$ cat config.mk
export PLATFORM = sky130hd
export DESIGN_NAME = cfgbank_top
export DESIGN_NICKNAME = d
export VERILOG_FILES = /design/src/rtl/cfgbank_pkg.sv /design/src/rtl/cfgbank_regs.sv /design/src/rtl/cfgbank_pad.sv /design/src/rtl/cfgbank_top.sv
export SDC_FILE = /design/constraint.sdc
export NUM_CORES = 1
export LEC_CHECK = 0
export BUFFER_PORTS_ARGS = -buffer_cell sky130_fd_sc_hd__buf_2
export CAP_MARGIN = 20
export CORE_ASPECT_RATIO = 0.75
export CORE_UTILIZATION = 54
export CTS_BUF_LIST = sky130_fd_sc_hd__clkbuf_4
export DETAILED_ROUTE_END_ITERATION = 12
export GPL_TIMING_DRIVEN = 0
export MAX_ROUTING_LAYER = met4
export PLACE_DENSITY = 0.84
export SLEW_MARGIN = 20
export SYNTH_ARGS = -nofsm -noshare
export SYNTH_HDL_FRONTEND = slang
export SYNTH_SLANG_ARGS = --single-unit
$ cat constraint.sdc
create_clock -name clk -period 1.9 [get_ports clk]
set_input_delay 0 -clock clk [delete_from_list [all_inputs] [get_ports clk]]
set_output_delay 0 -clock clk [all_outputs]
set_load 0.02 [all_outputs]
$ cat src/rtl/cfgbank_pkg.sv
package cfgbank_pkg;

  localparam logic [7:0] LOC_ID   = 8'h00;
  localparam logic [7:0] LOC_CTRL = 8'h01;
  localparam logic [7:0] LOC_PAD  = 8'h02;
  localparam logic [7:0] LOC_GPO  = 8'h03;

  localparam int CTRL_TRIG_BIT = 0;
  localparam int CTRL_ANA_BIT  = 4;

  typedef enum logic [3:0] {
    SRC_GPO  = 4'h0,
    SRC_LOSS = 4'h3,
    SRC_SEEN = 4'h4,
    SRC_POR  = 4'h6
  } src_e;

  typedef enum logic [1:0] {
    PULL_NONE = 2'b00,
    PULL_DOWN = 2'b01,
    PULL_UP   = 2'b10,
    PULL_RSVD = 2'b11
  } pull_e;

  typedef struct packed {
    logic [3:0] src;
    logic [1:0] pull;
    logic       ie;
    logic       oe;
  } pad_cfg_t;

  localparam pad_cfg_t PAD_CFG_INIT = '{src: 4'h0, pull: 2'b01, ie: 1'b0, oe: 1'b1};

  function automatic logic pick_source(logic [3:0] src, logic gpo, logic loss,
                                       logic seen, logic por);
    case (src)
      SRC_GPO:  return gpo;
      SRC_LOSS: return loss;
      SRC_SEEN: return seen;
      SRC_POR:  return por;
      default:  return 1'b0;
    endcase
  endfunction

  function automatic logic [7:0] read_byte(logic [7:0] loc, logic [6:0] id,
                                           logic analog, pad_cfg_t cfg, logic gpo);
    case (loc)
      LOC_ID:   return {id, 1'b0};
      LOC_CTRL: return 8'(analog) << CTRL_ANA_BIT;
      LOC_PAD:  return cfg;
      LOC_GPO:  return {7'b0, gpo};
      default:  return 8'h00;
    endcase
  endfunction

endpackage

$ cat src/rtl/cfgbank_regs.sv
module cfgbank_regs
  import cfgbank_pkg::*;
#(
  parameter int         ADDR_W     = 8,
  parameter logic [6:0] ID_DEFAULT = 7'h57
) (
  input  logic              clk,
  input  logic              por_n,
  input  logic              wr_en,
  input  logic [ADDR_W-1:0] wr_addr,
  input  logic [7:0]        wr_data,
  output logic [6:0]        id_q,
  output logic              analog_q,
  output pad_cfg_t          cfg_q,
  output logic              gpo_q,
  output logic              srst_pulse
);
  localparam logic [ADDR_W-1:0] A_ID   = ADDR_W'(LOC_ID);
  localparam logic [ADDR_W-1:0] A_CTRL = ADDR_W'(LOC_CTRL);
  localparam logic [ADDR_W-1:0] A_PAD  = ADDR_W'(LOC_PAD);
  localparam logic [ADDR_W-1:0] A_GPO  = ADDR_W'(LOC_GPO);

  logic hit_id, hit_ctrl, hit_pad, hit_gpo;

  assign hit_id     = wr_en && (wr_addr == A_ID);
  assign hit_ctrl   = wr_en && (wr_addr == A_CTRL);
  assign hit_pad    = wr_en && (wr_addr == A_PAD);
  assign hit_gpo    = wr_en && (wr_addr == A_GPO);
  assign srst_pulse = hit_ctrl && wr_data[CTRL_TRIG_BIT];

  // Bus address: only the power-on reset touches it.
  always_ff @(posedge clk or negedge por_n) begin
    if (!por_n)      id_q <= ID_DEFAULT;
    else if (hit_id) id_q <= wr_data[7:1];
  end

  // Everything else also answers the soft-reset pulse.
  always_ff @(posedge clk or negedge por_n) begin
    if (!por_n) begin
      analog_q <= 1'b0;
      cfg_q    <= PAD_CFG_INIT;
      gpo_q    <= 1'b0;
    end else if (srst_pulse) begin
      analog_q <= 1'b0;
      cfg_q    <= PAD_CFG_INIT;
      gpo_q    <= 1'b0;
    end else begin
      if (hit_ctrl) analog_q <= wr_data[CTRL_ANA_BIT];
      if (hit_pad)  cfg_q    <= wr_data;
      if (hit_gpo)  gpo_q    <= wr_data[0];
    end
  end

endmodule

$ cat src/rtl/cfgbank_pad.sv
module cfgbank_pad
  import cfgbank_pkg::*;
(
  input  pad_cfg_t cfg,
  input  logic     gpo,
  input  logic     clk_loss,
  input  logic     clk_seen,
  input  logic     por_flag,
  output logic     pad_out,
  output logic     pad_oe,
  output logic     pad_ie,
  output logic     pull_up,
  output logic     pull_dn
);
  assign pad_out = pick_source(cfg.src, gpo, clk_loss, clk_seen, por_flag);
  assign pad_oe  = cfg.oe;
  assign pad_ie  = cfg.ie;
  assign pull_dn = (cfg.pull == PULL_DOWN);
  assign pull_up = (cfg.pull == PULL_UP);
endmodule

$ cat src/rtl/cfgbank_top.sv
module cfgbank_top
  import cfgbank_pkg::*;
#(
  parameter int         ADDR_W     = 8,
  parameter logic [6:0] ID_DEFAULT = 7'h57
) (
  input  logic              clk,
  input  logic              por_n,
  input  logic [ADDR_W-1:0] reg_addr,
  input  logic              wr_en,
  input  logic [7:0]        wr_data,
  output logic [7:0]        rd_data,
  input  logic              clk_loss,
  input  logic              clk_seen,
  input  logic              por_flag,
  output logic              pad_out,
  output logic              pad_oe,
  output logic              pad_ie,
  output logic              pull_up,
  output logic              pull_dn,
  output logic              analog_off
);
  localparam int LOC_MAX = 3;

  logic [6:0] id_q;
  logic       analog_q;
  pad_cfg_t   cfg_q;
  logic       gpo_q;
  logic       srst_pulse;
  logic [3:0] pad_src;
  logic       addr_in_map;

  cfgbank_regs #(.ADDR_W(ADDR_W), .ID_DEFAULT(ID_DEFAULT)) regs_i (
    .clk        (clk),
    .por_n      (por_n),
    .wr_en      (wr_en),
    .wr_addr    (reg_addr),
    .wr_data    (wr_data),
    .id_q       (id_q),
    .analog_q   (analog_q),
    .cfg_q      (cfg_q),
    .gpo_q      (gpo_q),
    .srst_pulse (srst_pulse)
  );

  cfgbank_pad pad_i (
    .cfg      (cfg_q),
    .gpo      (gpo_q),
    .clk_loss (clk_loss),
    .clk_seen (clk_seen),
    .por_flag (por_flag),
    .pad_out  (pad_out),
    .pad_oe   (pad_oe),
    .pad_ie   (pad_ie),
    .pull_up  (pull_up),
    .pull_dn  (pull_dn)
  );

  assign pad_src     = cfg_q.src;
  assign addr_in_map = (reg_addr <= ADDR_W'(LOC_MAX));
  assign analog_off  = analog_q;

  always_comb begin
    if (addr_in_map)
      rd_data = read_byte(8'(reg_addr), id_q, analog_q, cfg_q, gpo_q);
    else
      rd_data = 8'h00;
  end

endmodule

==> impl_results.md, run 1 <==
* Via density at 5.65
* Placed cell area at approximately 1200 um^2
* Gp weighted congestion at approximately 0.91
* Htree depth at 1
* Final setup viols at 0
* Power consumption at 0.729 mW
* CP startpoint: regs_i.cfg_q[6]$_DFFE_PN0P_
* Vias post-DR at 870
* CP Max Fanout at 5
* Latest clock arrival within the worst-skew pair at ~0.30 ns
* Die Y-Extent at 38.8 um
* Slew Limit Fails at 0
* Setup crit end kind: output pin
* CP delay by family, top: flip-flops
* Fill count at roughly 110
* Design area at ~1300 um^2
* Clock Sinks at 17
* First-pass GRT wire length at a little over 4000 um
* Crit path buffers/inverters at 1
* Total wire length at 2560 um
* Slowest stage cell, crit path: dfrtp_1
* Layout area overhead at 32.3%
* Placed Instances at 142
* CP arrival at roughly 1.5 ns
* Met1 Track Usage GR at between 30% and 40%
* Grt met3 use at around 7.8%
* All-Layer GR Usage at between 30% and 40%
* FF-to-FF Start: regs_i.cfg_q[0]$_DFFE_PN1P_
* Antenna violations before repair at 0
* Fmax at about 650 MHz
* Grt ovf at 0
* Setup TNS at 0 ns
* TritonCTS clock tree: built
* Synth Instances at 86
* Ant. Diodes at 0
* Syn_area_per_cell at roughly 11 um^2
* Number of buffers added on ports at 35
* Post-CTS setup buffer count at 0
* Reg2Reg Capture Point: regs_i.cfg_q[0]$_DFFE_PN1P_
* Die Area at approximately 2000 um^2
* Cell leakage power at 0.649 nW
* RSZ-0062 raised after global routing: no
* CP required at between 1.5 and 2 ns
* Hold path depth at 3
* Hold WC Path Type: in -> reg
* VDD IR max at between 0.6 and 0.7 mV
* Syn nets at 108
* Post-DP HPWL at 1790 um
* Minimum hold slack at about 0.0066 ns
* Status: completed
* Pwr/cell area at around 560 nW/um^2
* Crit path to: pad_out
* Clock root cell: clkbuf_4
* Num rows at 12
* Most Crowded Layer GR: met2
* Hold path start: wr_data[0]
* Clock-pin slew of the registers on the worst-case setup and hold paths at around 0.11 ns
* DIE WIDTH at 51.1 um
* Final ANT Viol Nets at 0
* Share of layout cells above drive strength 1 at ~44%
* Distinct cells, synth at 32
* Cells along the critical path: mux2i_1 > or3_1 > a21oi_1 > buf_2
* Worst reg2reg setup slack at about 1 ns
* CORE AREA at approximately 1600 um^2
* I/O pin total at 36
* Slew @ Worst Pin at 0.810 ns
* TritonCTS Buffers at 3
* Nets at 156
* Non-filler cells, final at between 150 and 200
* 1st-iter DRT viols at 10
* Vias in the first global route at just under 900
* WL per Instance at 16.6 um
* Startpoint types: flip-flop
* Crit. path cell count at 4
* DRC Markers at 0
* Worst Setup Path Type: reg -> out
* Fin. Hold Viols at 0
* Sequential element share of the synthesized area at 44.4%
* Minimum clock period at roughly 1.5 ns
* Pin count of the biggest net entering global routing at 18
* Starting Density at between 60% and 70%
* Final period util at between 80% and 90%
* Bufs on Longest Clock Path at 2
* Met2 Usage GRT at approximately half
* Yosys warns at 0
* Pre-antenna DRT Iters at 4
* Clock skew at 0 ns
* Worst reg-to-reg path cell count at 2
* Relative slew slack at a little under half
* Max incr delay on CP at ~0.45 ns
* Max cap viols at 0
* Post-synthesis cell area at between 900 and 1000 um^2
* Number of synthesized register bits at 17
## registers in the layout, summed over array words and instances, names as in the netlist
register and cells:
regs_i.analog_q 1, regs_i.cfg_q 8, regs_i.gpo_q 1, regs_i.id_q 7
## report_power, final
part	switching [mW]	leakage, nW	internal [mW]	total [mW]
Sequential	0.0128	0.211	0.383	0.396
Combinational	0.0600	0.420	0.0656	0.126
Clock	0.129	0.0177	0.0790	0.208
Total	0.202	0.649	0.527	0.729
## timing repair
action / CTS / global route
endpoints found under the setup margin: 0 / 3
resized for setup: 0 / 1
hold buffers: 8 / 0
endpoints found under the hold margin: 31 / 0
## placed cells by master (no fill, tap or decap), types with 3 or more instances in the layout
cell / n
buf_2: 35
dfrtp_1: 10
mux2i_1: 9
nor2_1: 9
dlygate4sd3_1: 8
mux2_4: 7
dfstp_2: 7
a22o_1: 6
and3b_1: 3
o21ai_0: 3
nor2b_1: 3
clkbuf_4: 3
## cell families after synthesis
group           Yosys count  share of synthesized area [%]
mux                      17                           21.1
flops                    17                           44.4
simple gates             32                           19.7
buf+inv                   4                           2.30
compound gates           16                           12.4
## worst reg2reg max path: stages, from the launching register on
cell and delay [ns]:
dfstp_2 0.56, nand3b_1 0.11, o311a_1 0.17
## cell usage after synthesis, drive strengths merged
cell type | count | area share (%)
dfrtp | 10 | 26
mux2i | 9 | 9.2
nor2 | 9 | 3.5
mux2 | 8 | 12
dfstp | 7 | 19
a22o | 6 | 5.4
and3b | 3 | 2.7
nor2b | 3 | 1.9
o21ai | 3 | 1.5
a21oi | 2 | 1.0
buf | 2 | 1.5
nand2 | 2 | 0.77
nand3b | 2 | 1.5
nor3b | 2 | 1.5
nor4 | 2 | 1.3
or3 | 2 | 1.3
a2bb2oi | 1 | 0.90
a41o | 1 | 1.0
clkbuf | 1 | 0.38
inv | 1 | 0.38
nand2b | 1 | 0.64
nand3 | 1 | 0.51
nand4b | 1 | 0.90
nor3 | 1 | 0.51
o211ai | 1 | 0.77
o311a | 1 | 1.0
o31ai | 1 | 0.77
or2 | 1 | 0.64
or3b | 1 | 0.90
or4 | 1 | 1.2
## worst min-delay path by stage
stage / to / slack (ns)
2_1_floorplan: regs_i.analog_q$_DFFE_PN0P_ / -0.30
6_report: regs_i.gpo_q$_DFFE_PN0P_ / 0.007
3_3_place_gp: regs_i.id_q[5]$_DFFE_PN0P_ / -0.07
5_1_grt: regs_i.gpo_q$_DFFE_PN0P_ / 0.06
4_1_cts: regs_i.gpo_q$_DFFE_PN0P_ / 0.02
3_5_place_dp: regs_i.cfg_q[7]$_DFFE_PN0P_ / -0.07
## area by class of cell
class	instances	area [um^2]	share of cell area (%)
Clock inverter	1	5.00	0.387
Buffer	3	18.8	1.45
Sequential cell	17	434	33.6
Clock buffer	3	22.5	1.74
Inverter	1	3.75	0.290
Tap cell	21	26.3	2.03
Multi-Input combinational cell	65	527	40.8
Timing Repair Buffer	43	255	19.7
## metal layers
metal / share of wire (%) / vias up
met5: 0 / -
met3: 4.0 / 5
met1: 45 / 425
li1: - / 419
met4: 1.6 / 0
met2: 49 / 21
## per-stage QoR
step	setup slack (ns)	util, %
after global placement	0.124	74.8
after detailed placement	0.0840	74.8
after floorplan	0.424	-
final	0.363	82.0
after global routing	0.323	82.0
after CTS	0.158	81.6
(Power assumes the default switching activity.)
==> run 2: changes to the inputs <==
--- a/config.mk
+++ b/config.mk
@@ -5,15 +5,16 @@
 export SDC_FILE = /design/constraint.sdc
 export NUM_CORES = 1
 export LEC_CHECK = 0
+export ABC_AREA = 1
 export BUFFER_PORTS_ARGS = -buffer_cell sky130_fd_sc_hd__buf_2
 export CAP_MARGIN = 20
 export CORE_ASPECT_RATIO = 0.75
-export CORE_UTILIZATION = 54
+export CORE_UTILIZATION = 51
 export CTS_BUF_LIST = sky130_fd_sc_hd__clkbuf_4
 export DETAILED_ROUTE_END_ITERATION = 12
 export GPL_TIMING_DRIVEN = 0
 export MAX_ROUTING_LAYER = met4
-export PLACE_DENSITY = 0.84
+export PLACE_DENSITY = 0.79
 export SLEW_MARGIN = 20
 export SYNTH_ARGS = -nofsm -noshare
 export SYNTH_HDL_FRONTEND = slang
==> constraint.sdc (replaced) <==
create_clock -name clk -period 1.6 [get_ports clk]
set_input_delay 0 -clock clk [delete_from_list [all_inputs] [get_ports clk]]
set_output_delay 0 -clock clk [all_outputs]
set_load 0.02 [all_outputs]
==> impl_results.md, run 2 <==
* Slew @ Worst Pin at 0.397 ns (-0.412 ns)
* CP delay by family, top: flip-flops
* Max cap viols at 0 (unchanged)
* Starting Density at 57.1% (-4.9 points)
* Startpoint types: flip-flop
* Final period util at between 80% and 90%
* Max reg flops at 8 (unchanged)
* Number of flops mapped to enable cells by yosys at 0 (unchanged)
* Via density at 5.11 (-9.5%)
* Synth cell count leaders: nand2_1, nand3_1, dfrtp_1, inv_1, dfstp_2
* Post-DP HPWL at 1930 um (+7.8%)
* Cell leakage power at 0.758 nW (+17%)
* Final ANT Viol Nets at 0 (unchanged)
* All-Layer GR Usage at 27.6% (-3.4 points)
* Bufs on Longest Clock Path at 2 (unchanged)
* CORE AREA at 1820 um^2 (+16%)
* VDD IR max at 0.561 mV (-9.8%)
* Ant. Diodes at 0 (unchanged)
* Most frequent cells in the layout: nand2_1, buf_2, nand3_1
* Vias post-DR at 1,068 (+23%)
* DRC Markers at 0 (unchanged)
* Grt ovf at 0 (unchanged)
* CP Max Fanout at 4 (-1)
* Sequential element share of the synthesized area at 41.8% (-2.7 points)
* Combinational power share at 16.1% (-1.1 points)
* Synth top area cells: dfrtp_1, nand2_1, dfstp_2
* Clock skew at 0 ns (unchanged)
* Number of synthesized register bits at 17 (unchanged)
* RSZ-0062 raised after global routing: no
* Fill count at 146 (+39%)
* Gp weighted congestion at 0.884 (-2.4%)
* Clock power share at 29.1% (+0.6 points)
* Pre-antenna DRT Iters at 4 (unchanged)
* Fin. Hold Viols at 0 (unchanged)
* I/O pin total at 36 (unchanged)
* Number of buffers added on ports at 35 (unchanged)
* Cells along the critical path: inv_1 > nor2_1 > o21ai_1 > nand2_1 > a21oi_1 > buf_2
* CP arrival at 1.34 ns (-0.20 ns)
* 1st-iter DRT viols at 30 (+20)
* First-pass GRT wire length at 3970 um (-2.0%)
* Pwr/cell area at 633 nW/um^2 (+12%)
* Crit. path cell count at 6 (+2)
* Total wire length at 2610 um (+2.2%)
* Ys flop type: dfrtp_1
* Hold path depth at 5 (+2)
* Syn nets at 161 (+49%)
* Antenna violations before repair at 0 (unchanged)
* Placed cell area at 1240 um^2 (+5.4%)
* Design area at 1360 um^2 (+5.4%)
* Slowest stage cell, crit path: dfrtp_1
* Asr flop ratio synth at 100% (unchanged)
* Htree depth at 1 (unchanged)
* Seq pwr share at 54.8% (+0.6 points)
* Yosys warns at 0 (unchanged)
* Crit path buffers/inverters at 2 (+1)
* Fmax at about 750 MHz
* Share of layout cells above drive strength 1 at 34.8% (-9.6 points)
* Num rows at 13 (+1)
* CP required at 1.60 ns (-0.30 ns)
* Syn_area_per_cell at 7.48 um^2 (-34%)
* Synth Instances at 139 (+62%)
* Worst reg-to-reg path cell count at 4 (+2)
* Reg2Reg Capture Point: regs_i.cfg_q[2]$_DFFE_PN1P_
* Latest clock arrival within the worst-skew pair at 0.29 ns (about the same)
* Setup TNS at 0 ns (unchanged)
* Top Registers: regs_i.cfg_q x8, regs_i.id_q x7
* TritonCTS clock tree: built
* Clock-pin slew of the registers on the worst-case setup and hold paths at 0.10 ns (about the same)
* Most numerous cell in the Yosys netlist: nand2_1
* Minimum clock period at ~1.3 ns
* DIE WIDTH at 54.1 um (+5.9%)
* Post-synthesis cell area at 1040 um^2 (+6.4%)
* Layout area overhead at 31.0%
* Layout Utilization at 74.8% (-7.2 points)
* Max incr delay on CP at 0.42 ns (-0.03 ns)
* Pin count of the biggest net entering global routing at 18 (unchanged)
* Biggest register: regs_i.cfg_q
* Sw power at 0.231 mW (+15%)
* Vias in the first global route at 912 (+4.3%)
* Clock Sinks at 17 (unchanged)
* Worst Setup Path Type: reg -> out
* Final setup viols at 0 (unchanged)
* Yosys top cell area share at 24.1% (-1.5 points)
* Crit path to: pad_out
* Distinct cells, synth at 23 (-28%)
* Nets at 210 (+35%)
* CP startpoint: regs_i.cfg_q[5]$_DFFE_PN0P_
* Slew Limit Fails at 0 (unchanged)
* Commonest non-fill, non-tap cell in the layout: nand2_1
* Clock root cell: clkbuf_4
* Post-CTS setup buffer count at 0 (unchanged)
* Sw frac at 26.8% (-0.88 points)
* Setup crit end kind: output pin
* Status: completed
* Relative slew slack at 73.5% (+28 points)
* Die Y-Extent at 41.1 um (+5.8%)
* TritonCTS Buffers at 3 (unchanged)
* Hold WC Path Type: in -> reg
* Minimum hold slack at 0.0946 ns (+0.0880 ns)
* Die Area at 2230 um^2 (+12%)
* Worst reg2reg setup slack at 0.78 ns (-0.23 ns)
* Power consumption at 0.863 mW (+18%)
* Int Pwr at 0.632 mW (+20%)
* FF-to-FF Start: regs_i.cfg_q[2]$_DFFE_PN1P_
* WL per Instance at 12.5 um (-25%)
* Area leader, netlist: dfrtp_1
-- run 2: layer usage --
layer	up-vias	wire length, um	global-route usage, %
met4	0	7	4.49
li1	541	-	-
met3	2	128	8.15
met5	-	0	-
met1	494	1160	32.2
met2	31	1320	48.5
-- run 2: what timing repair did --
action | CTS | global route
hold buffers | 9 | 0
endpoints found under the hold margin | 33 | 0
gates resized for setup | 0 | 0
-- run 2: area by class of cell --
| cell class | count | area [um^2] | area share [%] |
|---|---|---|---|
| sequential | 17 | 434 | 31.9 |
| timing repair buffer | 44 | 265 | 19.5 |
| inverter | 13 | 48.8 | 3.58 |
| buffer | 4 | 38.8 | 2.85 |
| tap | 22 | 27.5 | 2.02 |
| clock buffer | 4 | 30.0 | 2.20 |
| multi-input combinational | 105 | 518 | 38.0 |
-- run 2: power by group through the flow --
stage	clock network [mW]	registers [mW]	logic (mW)
global route	0.279	0.476	0.155
finish	0.251	0.473	0.139
detailed placement	0	0.481	0.123
CTS	0.256	0.473	0.139
global placement	0	0.480	0.118
floorplan	0	0.482	0.0577
-- run 2: worst min path at each step --
stage | slack [ns] | startpoint | end
after floorplan | -0.30 | por_n | regs_i.analog_q$_DFFE_PN0P_
after global placement | -0.06 | por_n | regs_i.id_q[5]$_DFFE_PN0P_
after detailed placement | -0.06 | por_n | regs_i.id_q[5]$_DFFE_PN0P_
after CTS | 0.09 | wr_en | regs_i.cfg_q[0]$_DFFE_PN1P_
after global routing | 0.1 | wr_en | regs_i.cfg_q[0]$_DFFE_PN1P_
final | 0.09 | wr_en | regs_i.cfg_q[0]$_DFFE_PN1P_
-- run 2: kinds of logic (layout without fill, tap and decap cells) --
logic type             count (synthesis)  count (layout)  share of synthesized area [%]
buffers and inverters                 17              65                           8.42
DFF                                   17              17                           41.8
AOI/OAI and AO/OA                      7               7                           3.97
and+or+nand+nor                       98              98                           45.8
-- run 2: through the flow --
step,cells,setup WS [ns]
after CTS,209,0.257
after detailed placement,196,0.578
final,209,0.259
after global routing,209,0.152
after global placement,196,0.600
after floorplan,139,0.597
-- run 2: worst register-to-register path, cell delays in order, from the launching register on --
cell and delay (ns):
dfstp_2 0.56, inv_1 0.06, nand2_2 0.06, o21ai_2 0.04, nand2_1 0.05
